### src/rtl/fetch_guard_pkg.sv
package fetch_guard_pkg;

   localparam int unsigned FG_AW = 32;
   localparam int unsigned FG_DW = 32;

   typedef enum logic {
      RGN_FIXED = 1'b0,
      RGN_SOFT  = 1'b1
   } fg_region_e;

   localparam int unsigned FG_NUM_RGN = 2;

   function automatic bit fg_is_pow2(input longint unsigned v);
      return (v != 0) && ((v & (v - 1)) == 0);
   endfunction

endpackage

### src/rtl/fg_range_cmp.sv
module fg_range_cmp #(
   parameter int unsigned AW = 32
) (
   input  logic          enable,
   input  logic [AW-1:0] addr,
   input  logic [AW-1:0] lower,
   input  logic [AW-1:0] upper,
   output logic          hit
);
   // inclusive on both bounds; an inverted window never matches
   always_comb begin
      hit = enable && (addr >= lower) && (addr <= upper);
   end
endmodule

### src/rtl/fg_prefix_cmp.sv
module fg_prefix_cmp #(
   parameter int unsigned   AW        = 32,
   parameter int unsigned   SPAN_LOG2 = 11,
   parameter logic [AW-1:0] BASE      = '0
) (
   input  logic [AW-1:0] addr,
   output logic          hit
);
   localparam int unsigned TAG_W = AW - SPAN_LOG2;
   localparam logic [TAG_W-1:0] BASE_TAG = BASE[AW-1:SPAN_LOG2];

   always_comb begin
      hit = (addr[AW-1:SPAN_LOG2] == BASE_TAG);
   end
endmodule

### src/rtl/fg_soft_window.sv
module fg_soft_window #(
   parameter int unsigned AW = 32
) (
   input  logic          clk,
   input  logic          rst_n,
   input  logic [AW-1:0] cfg_wdata,
   input  logic          wr_lower,
   input  logic          wr_upper,
   input  logic          wr_arm,
   output logic [AW-1:0] lower,
   output logic [AW-1:0] upper,
   output logic          armed
);
   always_ff @(posedge clk or negedge rst_n) begin
      if (!rst_n) begin
         lower <= '0;
         upper <= '0;
         armed <= 1'b0;
      end else if (!armed) begin
         if (wr_lower) lower <= cfg_wdata;
         if (wr_upper) upper <= cfg_wdata;
         if (wr_arm && cfg_wdata[0]) armed <= 1'b1;
      end
   end
endmodule

### src/rtl/fetch_guard.sv
module fetch_guard
   import fetch_guard_pkg::*;
#(
   parameter int unsigned       ADDR_W      = FG_AW,
   parameter int unsigned       DATA_W      = FG_DW,
   parameter logic [ADDR_W-1:0] FIXED_BASE  = 32'hD000_0000,
   parameter int unsigned       FIXED_BYTES = 2048,
   parameter logic [DATA_W-1:0] TRAP_WORD   = '0
) (
   input  logic              clk,
   input  logic              rst_n,
   input  logic              bus_valid,
   input  logic              bus_fetch,
   input  logic [ADDR_W-1:0] bus_addr,
   input  logic [DATA_W-1:0] mem_rdata,
   input  logic [ADDR_W-1:0] cfg_wdata,
   input  logic              wr_lower,
   input  logic              wr_upper,
   input  logic              wr_arm,
   output logic [DATA_W-1:0] cpu_rdata,
   output logic              violation
);
   localparam int unsigned      SPAN_LOG2 = $clog2(FIXED_BYTES);
   localparam bit               FIXED_POW2 = fg_is_pow2(FIXED_BYTES);
   localparam logic [ADDR_W-1:0] FIXED_LAST = FIXED_BASE + ADDR_W'(FIXED_BYTES - 1);

   initial begin
      assert (FIXED_BYTES > 0 && SPAN_LOG2 < ADDR_W)
         else $error("fetch_guard: FIXED_BYTES out of range");
      assert (ADDR_W >= 2 && DATA_W >= 1)
         else $error("fetch_guard: bad widths");
   end

   logic [ADDR_W-1:0]     soft_lo;
   logic [ADDR_W-1:0]     soft_hi;
   logic                  soft_armed;
   logic [FG_NUM_RGN-1:0] rgn_hit;
   logic                  refuse;

   fg_soft_window #(.AW(ADDR_W)) u_soft (
      .clk       (clk),
      .rst_n     (rst_n),
      .cfg_wdata (cfg_wdata),
      .wr_lower  (wr_lower),
      .wr_upper  (wr_upper),
      .wr_arm    (wr_arm),
      .lower     (soft_lo),
      .upper     (soft_hi),
      .armed     (soft_armed)
   );

   generate
      if (FIXED_POW2 && ((FIXED_BASE & ADDR_W'(FIXED_BYTES - 1)) == '0)) begin : g_fixed_prefix
         fg_prefix_cmp #(
            .AW        (ADDR_W),
            .SPAN_LOG2 (SPAN_LOG2),
            .BASE      (FIXED_BASE)
         ) u_fixed (
            .addr (bus_addr),
            .hit  (rgn_hit[RGN_FIXED])
         );
      end else begin : g_fixed_range
         fg_range_cmp #(.AW(ADDR_W)) u_fixed (
            .enable (1'b1),
            .addr   (bus_addr),
            .lower  (FIXED_BASE),
            .upper  (FIXED_LAST),
            .hit    (rgn_hit[RGN_FIXED])
         );
      end
   endgenerate

   fg_range_cmp #(.AW(ADDR_W)) u_soft_cmp (
      .enable (soft_armed),
      .addr   (bus_addr),
      .lower  (soft_lo),
      .upper  (soft_hi),
      .hit    (rgn_hit[RGN_SOFT])
   );

   always_comb begin
      refuse    = bus_valid && bus_fetch && (|rgn_hit);
      cpu_rdata = refuse ? TRAP_WORD : mem_rdata;
   end

   always_ff @(posedge clk or negedge rst_n) begin
      if (!rst_n)      violation <= 1'b0;
      else if (refuse) violation <= 1'b1;
   end
endmodule

### config.mk
export PLATFORM = sky130hd
export DESIGN_NAME = fetch_guard
export DESIGN_NICKNAME = d
export VERILOG_FILES = /design/src/rtl/fetch_guard_pkg.sv /design/src/rtl/fg_range_cmp.sv /design/src/rtl/fg_prefix_cmp.sv /design/src/rtl/fg_soft_window.sv /design/src/rtl/fetch_guard.sv
export SDC_FILE = /design/constraint.sdc
export NUM_CORES = 1
export LEC_CHECK = 0
export BUFFER_PORTS_ARGS = -buffer_cell sky130_fd_sc_hd__buf_2
export CORE_MARGIN = 2
export CORE_UTILIZATION = 32
export CTS_BUF_LIST = sky130_fd_sc_hd__clkbuf_8
export DETAILED_ROUTE_END_ITERATION = 10
export PLACE_DENSITY = 0.61
export SYNTH_ARGS = -nofsm -noshare
export SYNTH_HDL_FRONTEND = slang
export SYNTH_SLANG_ARGS = --single-unit
### constraint.sdc
create_clock -name clk -period 3.3 [get_ports clk]
set_input_delay 0.33 -clock clk [delete_from_list [all_inputs] [get_ports clk]]
set_output_delay 0.33 -clock clk [all_outputs]
set_load 0.005 [all_outputs]
==> results_dict.tcl <==
set metrics [dict create \
    drt_iter0_drc 140 \
    p_seq_frac 0.380 \
    async_reset_ff_frac 1.00 \
    layout_common_cells "buf_2 (135), nand2_1 (111), o21ai_0 (71)" \
    synth_top_area_share 0.382 \
    die_h_um 120 \
    crit_arrival_ns 2.85 \
    crit_type "reg2out" \
    cts_tree "built" \
    track_usage 0.170 \
    route.met3.wl_um 759 \
    switching_share 0.336 \
    clkPwrFrac 0.276 \
    power.leakage_uw 0.00277 \
    setup_viol 0 \
    ir_worst_vdd_mv 0.200 \
    fin_crit_ns 3.18 \
    synth.distinct_cells 41 \
    totalPowerFinal_uw 2760 \
    path_max_fanout 8 \
    yosysWarningCount 0 \
    cp-end-kind "output port" \
    grt_pass1_vias 4168 \
    die_w_um 120 \
    clock-sinks 66 \
    power.internal_uw 1830 \
    io_pins 136 \
    cts-root-buf "clkbuf_8" \
    drc 0 \
    ant_nets 0 \
    crit_chain "inv_1 > ha_1 > nand2_1 > or4_4 > or3_1 > o2bb2ai_4 > o22a_2 > a21oi_1 > buf_2" \
    hpwl_mm 9.28 \
    synth_area_leader_cell "dfrtp_1" \
    syn_area_per_cell_um2 8.31 \
    via_per_inst 4.89 \
    cts.path.max_buffers 2 \
    fmax_ghz 0.314 \
    num-fill-cells 1370 \
    layout-drive-gt1-share 0.262 \
    switchingPower_uw 927 \
    synth_area_leaders "dfrtp_1 (38%), ha_1 (19%), nand2_1 (9.6%)" \
    drv_slew 0 \
    cts-htree-levels 3 \
    max_slew.worst_pin.slew_ns 0.855 \
    max_cap_viol_count 0 \
    place_area_um2 5150 \
    fin_skew_ns 0.00695 \
    final_cell_area_um2 5440 \
    wl_per_cell_um 14.6 \
    clkSlewWorstSetupHoldPaths_ns 0.08 \
    synth_edf_count 0 \
    crit_slowest_cell "or4_4" \
    io_buffer_count 135 \
    row_count 42 \
    firstDrtPassIters 4 \
    ys_ff_latch 66 \
    hp-class "in2async" \
    dieArea_um2 14500 \
    drt-total-wl_mm 12.2 \
    grt_max_degree 51 \
    hold_violations 4 \
    worstPathRequired_ns 2.97 \
    yosys_most_used_dff "dfrtp_1" \
    failed_checks "hold timing" \
    nets 818 \
    maxSlewHeadroom 0.430 \
    synthCells 520 \
    rsz0062_at_grt "true" \
    gp_congestion 0.836 \
    diodes 0 \
    grt_pass1_wl_mm 19.5 \
    combPwrFrac 0.343 \
    wirelength_met1_mm 5.22 \
    insertion_delay_ns 0.36 \
    overflow 0 \
    synth_area_um2 4320 \
    initial_core_util 0.326 \
    area_growth_pct 25.8 \
    top_layer "met5" \
    post_cts_buffers 0 \
    hold_ws_ns -0.00279 \
    rr_worst_depth 8 \
    status "finished, violations left" \
    dr_wl_met2_mm 6.00 \
    vias 4067 \
    max_stage_delay_ns 0.56 \
    layout_commonest_cell "buf_2" \
    fin_crit_sh 0.965 \
    cellPowerDensity_nw_per_um2 508 \
    cts_buffers 9 \
    coreArea_um2 13200 \
    critPathLaunchType "flop" \
    antenna_found_initial 1 \
    ys_seq_area_frac 0.382 \
    syn-num-nets 687 \
]
[cell families (layout without fill, tap and decap cells)]
logic type                 after synthesis  in the layout  synth area share
DFF                                     66             66             0.382
AOI/OAI and AO/OA                      148            151             0.188
buffers and inverters                   88            221            0.0816
and+or+nand+nor                        152            152             0.158
muxes                                    2              2           0.00521
adders and majority gates               64             64             0.185
[worst max-delay path: cells and delay by family, from the launching register on]
family	cells	cell delay, ns
and+or+nand+nor	3	1.07
AOI/OAI and AO/OA	3	0.61
DFF	1	0.33
adders and majority gates	1	0.29
buffers and inverters	2	0.21
[cell type report]
cell class                 count  area, um^2  area share
multi-input combinational    369        2390       0.440
sequential                    66        1650       0.304
timing repair buffer         140         713       0.131
inverter                      65         244      0.0449
tap                          176         220      0.0405
clock buffer                  10         138      0.0253
clock inverter                 6        81.3      0.0150
[Yosys cell counts (2+ instances only)]
library cell  number
a21o_1             3
a21o_2             2
a21oi_1           56
a221oi_1           3
and2b_2            2
and4_1             3
buf_6              3
clkbuf_1          20
dfrtp_1           66
ha_1              64
inv_1             65
mux2_2             2
nand2_1          111
nand2b_1           2
nand3_1            5
nand4_1           10
nor2_1             5
nor4_1             5
o21ai_0           71
[flip-flops by register name, indices dropped and copies added (netlist names)]
signal / cells
u_soft.armed: 1
u_soft.lower: 32
u_soft.upper: 32
violation: 1
[what timing repair did]
action / 4_1_cts / 5_1_grt
hold buffers: 0 / 0
setup endpoints to repair: 0 / 32
resized for setup: 0 / 5
[metal layers]
metal  track usage  vias up
li1              -     2036
met1         0.205     1879
met2         0.297      133
met3        0.0448       17
met4        0.0523        2
met5             0        -
[through the flow]
| step | TNS (ns) | setup WS [ns] | instances | hold slack, ns | utilization |
|---|---|---|---|---|---|
| 3_3_place_gp | 0 | 0.456 | 813 | 0.391 | 0.389 |
| 4_1_cts | 0 | 0.0872 | 829 | 0.00735 | 0.406 |
| 3_5_place_dp | 0 | 0.380 | 813 | 0.406 | 0.389 |
| 6_report | 0 | 0.117 | 832 | -0.00279 | 0.411 |
| 5_1_grt | -0.0173 | -0.00606 | 832 | 0.0441 | 0.411 |
| 2_1_floorplan | 0 | 0.830 | 520 | 0.0344 | - |
[final timing paths]
check / startpoint / endpoint / slack (ns)
hold / removal: rst_n / u_soft.lower[13] / -0.003
min in group clk: cfg_wdata[4] / u_soft.upper[4] / 0.19
hold reg to reg: u_soft.upper[0] / u_soft.upper[0] / 0.54
max in group asynchronous: rst_n / u_soft.upper[1] / 2.32
setup reg to reg: u_soft.lower[31] / violation / 0.82
setup / recovery: u_soft.lower[31] / cpu_rdata[13] / 0.12
[power by group through the flow]
stage / sequential [uW] / combinational, uW / clock, uW
detailed placement: 1060 / 920 / 0
floorplan: 1050 / 609 / 0
global placement: 1060 / 876 / 0
global route: 1070 / 1100 / 819
finish: 1050 / 948 / 763
CTS: 1050 / 928 / 787
Note: power is estimated with default switching activity, not from simulation.
